**src/rtl/sio_pkg.sv**
```systemverilog
package sio_pkg;
  localparam int unsigned DATA_W = 32;
  localparam int unsigned LANES  = DATA_W / 8;
  localparam int unsigned IDX_W  = 6;

  localparam logic [IDX_W-1:0] IDX_LINE  = 6'd0;
  localparam logic [IDX_W-1:0] IDX_LSTAT = 6'd1;
  localparam logic [IDX_W-1:0] IDX_IEN   = 6'd2;
  localparam logic [IDX_W-1:0] IDX_ISTAT = 6'd3;
  localparam logic [IDX_W-1:0] IDX_FCTL  = 6'd4;
  localparam logic [IDX_W-1:0] IDX_BAUD  = 6'd5;
  localparam logic [IDX_W-1:0] IDX_TXP   = 6'd8;
  localparam logic [IDX_W-1:0] IDX_RXP   = 6'd12;

  localparam logic [DATA_W-1:0] MASK_LINE  = 32'hE17F_0000;
  localparam logic [DATA_W-1:0] MASK_IEN   = 32'h000F_0000;
  localparam logic [DATA_W-1:0] MASK_ISTAT = 32'h0007_0000;
  localparam logic [DATA_W-1:0] MASK_FCTL  = 32'h001F_0000;
  localparam logic [DATA_W-1:0] MASK_BAUD  = 32'h03FF_0000;
  localparam logic [DATA_W-1:0] RST_LINE   = 32'h4000_0000;
  localparam logic [DATA_W-1:0] RST_BAUD   = 32'h03FF_0000;
  localparam logic [DATA_W-1:0] IRQ_SRC    = 32'h0007_0000;

  localparam int unsigned ST_RX  = 16;
  localparam int unsigned ST_TX  = 17;
  localparam int unsigned FC_EN  = 16;
  localparam int unsigned FC_RX  = 17;
  localparam int unsigned FC_TX  = 18;

  function automatic logic [DATA_W-1:0] lane_merge(
    input logic [DATA_W-1:0] old_v, input logic [DATA_W-1:0] new_v,
    input logic [LANES-1:0] be, input logic [DATA_W-1:0] mask);
    logic [DATA_W-1:0] r;
    for (int i = 0; i < LANES; i++)
      r[8*i +: 8] = be[i] ? new_v[8*i +: 8] : old_v[8*i +: 8];
    return r & mask;
  endfunction

  function automatic logic [DATA_W-1:0] lane_and(
    input logic [DATA_W-1:0] old_v, input logic [DATA_W-1:0] new_v,
    input logic [LANES-1:0] be);
    logic [DATA_W-1:0] r;
    for (int i = 0; i < LANES; i++)
      r[8*i +: 8] = be[i] ? (old_v[8*i +: 8] & new_v[8*i +: 8]) : old_v[8*i +: 8];
    return r;
  endfunction

  function automatic logic [DATA_W-1:0] lane_keep(
    input logic [DATA_W-1:0] v, input logic [LANES-1:0] be);
    logic [DATA_W-1:0] r;
    for (int i = 0; i < LANES; i++)
      r[8*i +: 8] = be[i] ? v[8*i +: 8] : 8'h00;
    return r;
  endfunction
endpackage

```
**src/rtl/sio_byte_fifo.sv**
```systemverilog
module sio_byte_fifo #(
  parameter int unsigned DEPTH = 16,
  parameter int unsigned W     = 8
) (
  input  logic         clk,
  input  logic         rst_n,
  input  logic         flush,
  input  logic         push,
  input  logic [W-1:0] din,
  input  logic         pop,
  output logic [W-1:0] dout,
  output logic         empty,
  output logic         full
);
  localparam int unsigned AW = $clog2(DEPTH);
  localparam logic [AW:0] CNT_FULL = (AW+1)'(DEPTH);

  logic [W-1:0]  mem [DEPTH];
  logic [AW-1:0] wp, rp;
  logic [AW:0]   cnt;
  logic          do_push, do_pop;

  assign empty   = (cnt == '0);
  assign full    = (cnt == CNT_FULL);
  assign do_push = push && !full;
  assign do_pop  = pop && !empty;
  assign dout    = mem[rp];

  always_ff @(posedge clk) begin
    if (!rst_n || flush) begin
      wp  <= '0;
      rp  <= '0;
      cnt <= '0;
    end else begin
      if (do_push) wp <= wp + 1'b1;
      if (do_pop)  rp <= rp + 1'b1;
      cnt <= cnt + (AW+1)'(do_push) - (AW+1)'(do_pop);
    end
  end

  always_ff @(posedge clk) begin
    if (do_push) mem[wp] <= din;
  end


  no_overflow_chk: assert property (@(posedge clk) disable iff (!rst_n)
    (full && push && !pop && !flush) |=> full);


  flush_empties_chk: assert property (@(posedge clk) disable iff (!rst_n)
    flush |=> empty);
endmodule

```
**src/rtl/sio_csr.sv**
```systemverilog
module sio_csr
  import sio_pkg::*;
(
  input  logic              clk,
  input  logic              rst_n,
  input  logic              wr_en,
  input  logic [IDX_W-1:0]  widx,
  input  logic [LANES-1:0]  be,
  input  logic [DATA_W-1:0] wdata,
  input  logic              rx_has_data,
  input  logic              tx_is_empty,
  output logic [DATA_W-1:0] line_q,
  output logic [DATA_W-1:0] ien_q,
  output logic [DATA_W-1:0] ist_q,
  output logic [DATA_W-1:0] fctl_q,
  output logic [DATA_W-1:0] baud_q,
  output logic              irq,
  output logic              flush_rx,
  output logic              flush_tx
);
  logic [DATA_W-1:0] fctl_nx, ist_nx;
  logic              fctl_wr;

  assign fctl_wr  = wr_en && (widx == IDX_FCTL);
  assign fctl_nx  = lane_merge(fctl_q, wdata, be, MASK_FCTL);
  assign flush_rx = fctl_wr && fctl_nx[FC_EN] && fctl_nx[FC_RX];
  assign flush_tx = fctl_wr && fctl_nx[FC_EN] && fctl_nx[FC_TX];

  always_comb begin
    ist_nx = ist_q;
    if (wr_en && widx == IDX_ISTAT)
      ist_nx = lane_and(ist_q, wdata, be) & MASK_ISTAT;
    if (rx_has_data) ist_nx[ST_RX] = 1'b1;
    if (tx_is_empty) ist_nx[ST_TX] = 1'b1;
  end

  always_ff @(posedge clk) begin
    if (!rst_n) begin
      line_q <= RST_LINE;
      ien_q  <= '0;
      ist_q  <= '0;
      fctl_q <= '0;
      baud_q <= RST_BAUD;
    end else begin
      ist_q <= ist_nx;
      if (wr_en) begin
        unique case (widx)
          IDX_LINE: line_q <= lane_merge(line_q, wdata, be, MASK_LINE);
          IDX_IEN:  ien_q  <= lane_merge(ien_q, wdata, be, MASK_IEN);
          IDX_FCTL: fctl_q <= fctl_nx;
          IDX_BAUD: baud_q <= lane_merge(baud_q, wdata, be, MASK_BAUD);
          default: ;
        endcase
      end
    end
  end

  assign irq = |(ist_q & ien_q & IRQ_SRC);


  rx_flag_sets_chk: assert property (@(posedge clk) disable iff (!rst_n)
    rx_has_data |=> ist_q[ST_RX]);


  tx_flag_sets_chk: assert property (@(posedge clk) disable iff (!rst_n)
    tx_is_empty |=> ist_q[ST_TX]);
endmodule

```
**src/rtl/sio_regbank.sv**
```systemverilog
module sio_regbank
  import sio_pkg::*;
#(
  parameter int unsigned FIFO_DEPTH = 16
) (
  input  logic              clk,
  input  logic              rst_n,
  input  logic              bus_sel,
  input  logic              bus_wr,
  input  logic [IDX_W-1:0]  bus_addr,
  input  logic [LANES-1:0]  bus_be,
  input  logic [DATA_W-1:0] bus_wdata,
  output logic [DATA_W-1:0] bus_rdata,
  output logic              tx_valid,
  input  logic              tx_ready,
  output logic [7:0]        tx_data,
  input  logic              rx_valid,
  output logic              rx_ready,
  input  logic [7:0]        rx_data,
  output logic              irq
);
  logic [DATA_W-1:0] line_q, ien_q, ist_q, fctl_q, baud_q, raw;
  logic              wr_en, rd_en, flush_rx, flush_tx;
  logic              tx_empty, tx_full, rx_empty, rx_full;
  logic              tx_push, rx_pop;
  logic [7:0]        rx_head;

  assign wr_en   = bus_sel && bus_wr;
  assign rd_en   = bus_sel && !bus_wr;
  assign tx_push = wr_en && (bus_addr == IDX_TXP) && bus_be[LANES-1];
  assign rx_pop  = rd_en && (bus_addr == IDX_RXP) && bus_be[LANES-1];

  sio_csr u_csr (
    .clk, .rst_n, .wr_en, .widx(bus_addr), .be(bus_be), .wdata(bus_wdata),
    .rx_has_data(!rx_empty), .tx_is_empty(tx_empty),
    .line_q, .ien_q, .ist_q, .fctl_q, .baud_q, .irq, .flush_rx, .flush_tx
  );

  sio_byte_fifo #(.DEPTH(FIFO_DEPTH), .W(8)) u_txq (
    .clk, .rst_n, .flush(flush_tx), .push(tx_push),
    .din(bus_wdata[DATA_W-1 -: 8]), .pop(tx_valid && tx_ready),
    .dout(tx_data), .empty(tx_empty), .full(tx_full)
  );

  sio_byte_fifo #(.DEPTH(FIFO_DEPTH), .W(8)) u_rxq (
    .clk, .rst_n, .flush(flush_rx), .push(rx_valid && rx_ready),
    .din(rx_data), .pop(rx_pop),
    .dout(rx_head), .empty(rx_empty), .full(rx_full)
  );

  assign tx_valid = !tx_empty;
  assign rx_ready = !rx_full;

  always_comb begin
    unique case (bus_addr)
      IDX_LINE:  raw = line_q;
      IDX_IEN:   raw = ien_q;
      IDX_ISTAT: raw = ist_q;
      IDX_FCTL:  raw = fctl_q;
      IDX_BAUD:  raw = baud_q;
      IDX_RXP:   raw = rx_empty ? '0 : {rx_head, {(DATA_W-8){1'b0}}};
      default:   raw = '0;
    endcase
    bus_rdata = rd_en ? lane_keep(raw, bus_be) : '0;
  end


  empty_pop_zero_chk: assert property (@(posedge clk) disable iff (!rst_n)
    (rd_en && bus_addr == IDX_RXP && rx_empty) |-> (bus_rdata == '0));


  tx_hold_chk: assert property (@(posedge clk) disable iff (!rst_n)
    (tx_valid && !tx_ready && !flush_tx) |=> (tx_valid && $stable(tx_data)));


  rx_room_chk: assert property (@(posedge clk) disable iff (!rst_n)
    (rx_full && !rx_pop && !flush_rx) |=> !rx_ready);
endmodule

```
**config.mk**
```make
export PLATFORM = sky130hd
export DESIGN_NAME = sio_regbank
export DESIGN_NICKNAME = d
export VERILOG_FILES = /design/src/rtl/sio_pkg.sv /design/src/rtl/sio_byte_fifo.sv /design/src/rtl/sio_csr.sv /design/src/rtl/sio_regbank.sv
export SDC_FILE = /design/constraint.sdc
export NUM_CORES = 1
export LEC_CHECK = 0
export ABC_CLOCK_PERIOD_IN_PS = 3400
export BUFFER_PORTS_ARGS = -buffer_cell sky130_fd_sc_hd__buf_4
export CAP_MARGIN = 30
export CORE_MARGIN = 2
export CORE_UTILIZATION = 61
export DETAILED_ROUTE_END_ITERATION = 7
export PLACE_DENSITY = 0.8
export REMOVE_ABC_BUFFERS = 1
export SLEW_MARGIN = 20
export SYNTH_ARGS = -nofsm -noshare
export SYNTH_HDL_FRONTEND = slang
export SYNTH_HIERARCHICAL = 1
export SYNTH_SLANG_ARGS = --single-unit
export TNS_END_PERCENT = 1
```
**constraint.sdc**
```tcl
create_clock -name clk -period 3.4 [get_ports clk]
set_input_delay 0.34 -clock clk [delete_from_list [all_inputs] [get_ports clk]]
set_output_delay 0.34 -clock clk [all_outputs]
set_load 0.01 [all_outputs]
```
== Word level (Yosys, flattened, before mapping) ==
Memories as Yosys holds them, arrays and structs flattened. A register that Yosys moved wholly into a read port is not among the register bits.
Cells that the tools add are included.

* Flip-flop bits (word level): 59
* Bits in latches: 0
* Memory bits (writable): 256
* ROM bits: 0
* Output and inout port bits: 43
* Word-level logic and storage cells: 99
* Memories: 2

* $add $sub $neg: 8
* Multipliers: 0
* Div/mod/pow operators: 0
* Magnitude comparators: 0
* Eq/ne operators: 10
* Shifts and indexed selects: 0
* Mux-type cells: 20
* Bitwise logic cells: 2
* Reduce and logical (&&, ||, !) cells: 41

{| class="wikitable"
|+ Memory list
! name !! words !! width !! read ports !! clocked after memory_dff !! write ports !! RTL line !! source
|-
| u_rxq.mem || 16 || 8 || 1 || 1 || 1 || sio_byte_fifo.sv:18 || <nowiki>logic [W-1:0] mem [DEPTH];</nowiki>
|-
| u_txq.mem || 16 || 8 || 1 || 1 || 1 || sio_byte_fifo.sv:18 ||
|}

{| class="wikitable"
|+ Operators by type and width
! kind !! count
|-
| $pmux W32 S6 || 1
|-
| $mux W32 || 2
|-
| $mux W8 || 4
|-
| $and A19 B19 Y19 || 1
|-
| $mux W18 || 1
|-
| $reduce_and A3 Y1 || 6
|-
| $logic_and A1 B1 Y1 || 17
|-
| $add A4 B1 Y4 const B || 4
|-
| $mux W4 || 4
|-
| $eq A6 B2 Y1 const B || 2
|-
| $eq A6 B3 Y1 const B || 2
|-
| $eq A6 B4 Y1 const B || 2
|-
| $add A5 B1 Y5 || 2
|-
| $eq A5 B5 Y1 const B || 2
|-
| $logic_not A5 Y1 || 2
|-
| $sub A5 B1 Y5 || 2
|-
| $reduce_and A2 Y1 || 4
|-
| $logic_not A1 Y1 || 6
|-
| $logic_not A6 Y1 || 1
|-
| $mux W1 || 6
|-
| $reduce_bool A2 Y1 || 2
|-
| $and A3 B3 Y3 || 1
|-
| $mux W3 || 1
|-
| $reduce_or A3 Y1 || 1
|-
| other kinds (4) || 5
|}

== Depth between registers and ports, before layout ==
* Depth after elaboration: 7
* Depth in mapped cells: 15
* Depth with buffers taken out: 15

== By module ==
The synthesis kept the hierarchy.

{| class="wikitable"
|+ By module, submodules not included
! module !! times used !! cells an instance !! area an instance (µm²) !! sequential area each (µm²)
|-
| sio_byte_fifo || 2 || 309 || 5808.1 || 4184.0
|-
| sio_csr || 1 || 286 || 2453.6 || 660.6
|-
| sio_regbank || 1 || 207 || 1605.3 || 0.0
|}

== Least setup slack after synthesis ==
OpenSTA, ideal clock, no wires.

* Path kind: input-to-reg
* Start point: input port bus_addr[0]
* End point: register u_txq.cnt[4]
* Setup time: 70 ps
* Data arrival time: 2987 ps
* Data required time: 3330 ps
* Setup slack: 343 ps
* Stages on the path: 13
* Buffers on the path: 1
* Cell sequence: buf_4 > nor4_1 > nand2_1 > and4b_1 > nand2_1 > ha_1 > inv_1 > ha_1 > fa_1 > a21oi_1 > nor2_1 > or3_1 > a21oi_1

* Word-level cells in the longest chain between the ends: 6
* Elaborated cells between the ends (all ways): 11

{| class="wikitable"
|+ Ends and longest elaborated chain
! item !! RTL line !! source
|-
| start, declared || sio_regbank.sv:10 || <nowiki>input logic [IDX_W-1:0] bus_addr,</nowiki>
|-
| $eq A6 B4 Y1 || sio_regbank.sv:30 || <nowiki>assign tx_push = wr_en && (bus_addr == IDX_TXP) && bus_be[LANES-1];</nowiki>
|-
| $logic_and A1 B1 Y1 (2 in a row) || sio_regbank.sv:30 ||
|-
| named net tx_push || sio_regbank.sv:25 || <nowiki>logic tx_push, rx_pop;</nowiki>
|-
| $logic_and A1 B1 Y1 || sio_byte_fifo.sv:25 || <nowiki>assign do_push = push && !full;</nowiki>
|-
| $add A5 B1 Y5 || sio_byte_fifo.sv:37 || <nowiki>cnt <= cnt + (AW+1)'(do_push) - (AW+1)'(do_pop);</nowiki>
|-
| $sub A5 B1 Y5 || sio_byte_fifo.sv:37 ||
|-
| end signal, assigned || sio_byte_fifo.sv:37 ||
|-
| end, declared || sio_byte_fifo.sv:20 || <nowiki>logic [AW:0] cnt;</nowiki>
|}

The timed path passes the listed nets, and every way through them passes these cells.
A chain may end at the register's enable or synchronous reset.

==> flow_metrics.py <==
metrics = {
    "yosys": {
        "syn_area_per_cell_um2": 14.11,
        "yosysTopAreaCell": "edfxtp_1",
        "synth_edf_count": 256,
        "synth-main-ff-cell": "edfxtp_1",
        "ys_ff_latch": 323,
        "ys_seq_area_share_pct": 57.60,
        "ys_top_cells_by_area": "edfxtp_1, dfxtp_1, buf_4",
        "netlist_area_um2": 15680,
        "async_flop_share_pct": 0,
        "synth_cells": 1111,
        "synth_top_area_share_pct": 49.04,
        "synth_warnings": 6,
        "synth_cell_type_count": 55,
    },
    "setup_path": {
        "critPathRequiredTime_ns": 3.06,
        "cp_cell_sequence": "buf_4 > mux4_2 > a22oi_1 > nand2_1 > a22oi_1 > a21oi_1 > buf_4",
        "worstSetupEndpointType": "primary output",
        "worstSetupStartpointType": "flop",
        "critPathSlowestCell": "dfxtp_2",
        "cp.arrival_ns": 2.92,
        "crit_type": "flop to primary output",
        "reg2reg_depth": 15,
        "r2r-start": "u_txq/cnt[3]",
        "reg2reg_slack_ns": 0.24,
        "crit_fanout": 18,
        "r2r-end": "u_txq/cnt[4]",
        "cpPeakStageDelay_ns": 0.72,
    },
    "power_and_ir_drop": {
        "p_leak_nw": 6.198,
        "ir_drop_uv": 496.8,
        "power.density_nw_per_um2": 564.3,
        "fin_total_pwr_w": 0.009616,
    },
    "placement": {
        "gp_congestion": 0.8377,
        "pre_cts_ws_ns": 0.2165,
        "port_buffers": 66,
        "dp_hpwl_mm": 19.93,
    },
    "global_routing": {
        "grt_pass1_vias": 8956,
        "antenna_found_initial": 0,
        "overflow": 0,
        "grt_pass1_wl_mm": 48.78,
        "grt_max_degree": 55,
        "track_usage_pct": 23.58,
    },
    "timing": {
        "finalHoldViolCount": 0,
        "drv_slew": 0,
        "rsz0062_at_grt": "no",
        "clock_skew_ns": 0.01343,
        "min_period_over_period_pct": 95.85,
        "finalSetupTns_ns": 0,
        "tightestPinTransition_ns": 0.8144,
        "relSlewSlack_pct": 45.51,
        "setup-violations-final": 0,
        "fmax_ghz": 0.3069,
        "fin_ws_ns": 0.1412,
        "min_period_ns": 3.259,
    },
    "floorplan": {
        "die-area_um2": 26990,
        "pin_count": 99,
        "start_util_pct": 62.25,
        "die_w_um": 164.3,
        "rows": 58,
        "fp.coreArea_um2": 25180,
        "dieHeight_um": 164.3,
    },
    "cells_and_area": {
        "final_cell_mix": "edfxtp_1, conb_1, buf_4, mux2i_1, nand2_1",
        "layout.nets": 1265,
        "n_antenna_cell": 0,
        "fill_cells": 1722,
        "drive_gt1_share_pct": 18.51,
        "area_delta_synth_final_pct": 8.716,
        "final_common_cell": "edfxtp_1",
    },
    "job": {
        "cap_violations": 0,
    },
    "min_path": {
        "hold_path_depth": 3,
        "hp-start": "bus_wdata[23]",
        "worstHoldEndpoint": "u_csr/baud_q[23]",
        "hold_class": "input pin to flop",
    },
    "cts": {
        "cts-root-buf": "clkbuf_16",
        "clkSlewWorstSetupHoldPaths_ns": 0.07,
        "holdBufCountCts": 0,
        "cts_resized": 0,
        "insertion_delay_ns": 0.57,
        "cts-htree-levels": 1,
        "cts_setup_buffers": 0,
        "cts_num_sinks": 323,
        "cts_tree": "yes",
        "cts_buffer_depth": 3,
        "cts_buffers": 31,
    },
    "drt": {
        "drt_iter0_drc": 775,
        "dr.pass1.iters": 5,
        "viasPerCell": 5.686,
        "vias": 8757,
        "post_drt_wl_per_cell_um": 20.02,
        "route.detailed.drc": 0,
        "wl_mm": 30.83,
        "ant_nets": 0,
    },
    "status": {
        "status": "completed",
    },
}
-- where the power goes --
group	switching [W]	total (W)	internal, W
clock network	0.00151	0.00355	0.00204
logic	0.000855	0.00158	0.000729
registers	0.0000756	0.00449	0.00441
total	0.00244	0.00962	0.00718
-- state kept, by name (all words and copies together), names as in the netlist, named ones only --
name          count
u_txq/rp          4
u_rxq/rp          4
u_txq/cnt         5
u_csr/fctl_q      5
u_csr/baud_q     10
u_rxq/wp          4
u_txq/wp          4
u_csr/ist_q       3
u_rxq/cnt         5
u_csr/ien_q       4
u_csr/line_q     11
u_txq/mem       128
u_rxq/mem       128
-- cells by family (layout without fill, tap and decap cells) --
| group | after synthesis | count (layout) | share of synthesized area (%) |
|---|---|---|---|
| simple gates | 231 | 231 | 7.886 |
| fa+ha+maj | 24 | 24 | 2.011 |
| buf+inv | 226 | 199 | 9.650 |
| flops | 323 | 323 | 57.60 |
| compound gates | 131 | 131 | 6.011 |
| other cells | 1 | 127 | 0.02392 |
| mux | 157 | 157 | 15.81 |
| xor+xnor | 18 | 18 | 1.006 |
-- synth_stat cells (3+ instances only) --
cell type and n:
inv_1 42, nand3_1 17, dfxtp_1 67, clkbuf_8 3
mux2i_1 92, xor2_1 10, mux4_2 36, nor3_1 3
edfxtp_1 256, mux4_1 28, clkdlybuf4s25_2 6, a22oi_1 41
nand2b_1 4, buf_1 4, nor2_1 41, o21ai_0 4
buf_4 131, nor2b_1 20, ha_1 22, nor3b_1 4
o22a_2 17, and3_1 6, buf_6 12, o22a_1 7
nand2_1 79, nand4_1 7, clkbuf_1 16, xnor2_1 8
nor4_1 9, buf_2 12, and2_1 20, o211ai_1 3
a21oi_1 47, o32a_2 8
-- per-layer routing --
metal / wire length (µm) / vias up / global-route usage, %
met5: 0 / - / 0
met4: 725 / 0 / 6.100
met3: 1594 / 56 / 3.131
met2: 15770 / 257 / 40.99
met1: 12740 / 4348 / 31.52
li1: - / 4096 / -
-- worst max-delay path by stage --
stage	start	to	cells after the start
CTS	flop	bus_rdata[30]	7
global route	u_txq/cnt[3]	u_txq/cnt[4]	15
floorplan	u_txq/cnt[3]	u_txq/cnt[4]	15
detailed placement	bus_addr[5]	u_txq/cnt[4]	13
global placement	bus_addr[5]	u_txq/cnt[4]	13
finish	flop	bus_rdata[25]	7
-- final cells by class --
cell class | count | area, µm² | area share, %
clock buffer | 35 | 810.8 | 4.758
clock inverter | 23 | 254.0 | 1.490
inverter | 42 | 157.7 | 0.9251
multi-input combinational | 688 | 5607 | 32.90
sequential | 323 | 9031 | 53.00
tap | 330 | 412.9 | 2.423
timing repair buffer | 99 | 768.2 | 4.508
-- critical path: cells and delay by family (launching register included) --
family | cells | cell delay [ns]
AND/OR/NAND/NOR | 1 | 0.11
multiplexers | 1 | 0.49
AO/OA/AOI/OAI | 3 | 0.61
flip-flops | 1 | 0.72
buffers and inverters | 2 | 0.41
-- stage by stage --
step	utilization [%]	hold slack [ns]	instances	area, µm²
floorplan	-	0.4241	1053	14790
finish	67.67	0.03537	1540	17040
CTS	67.67	0.01932	1540	17040
detailed placement	63.45	0.4465	1482	15980
global placement	63.45	0.4417	1482	15980
global route	67.67	0.02153	1540	17040
Note: power is estimated with default switching activity, not from simulation.
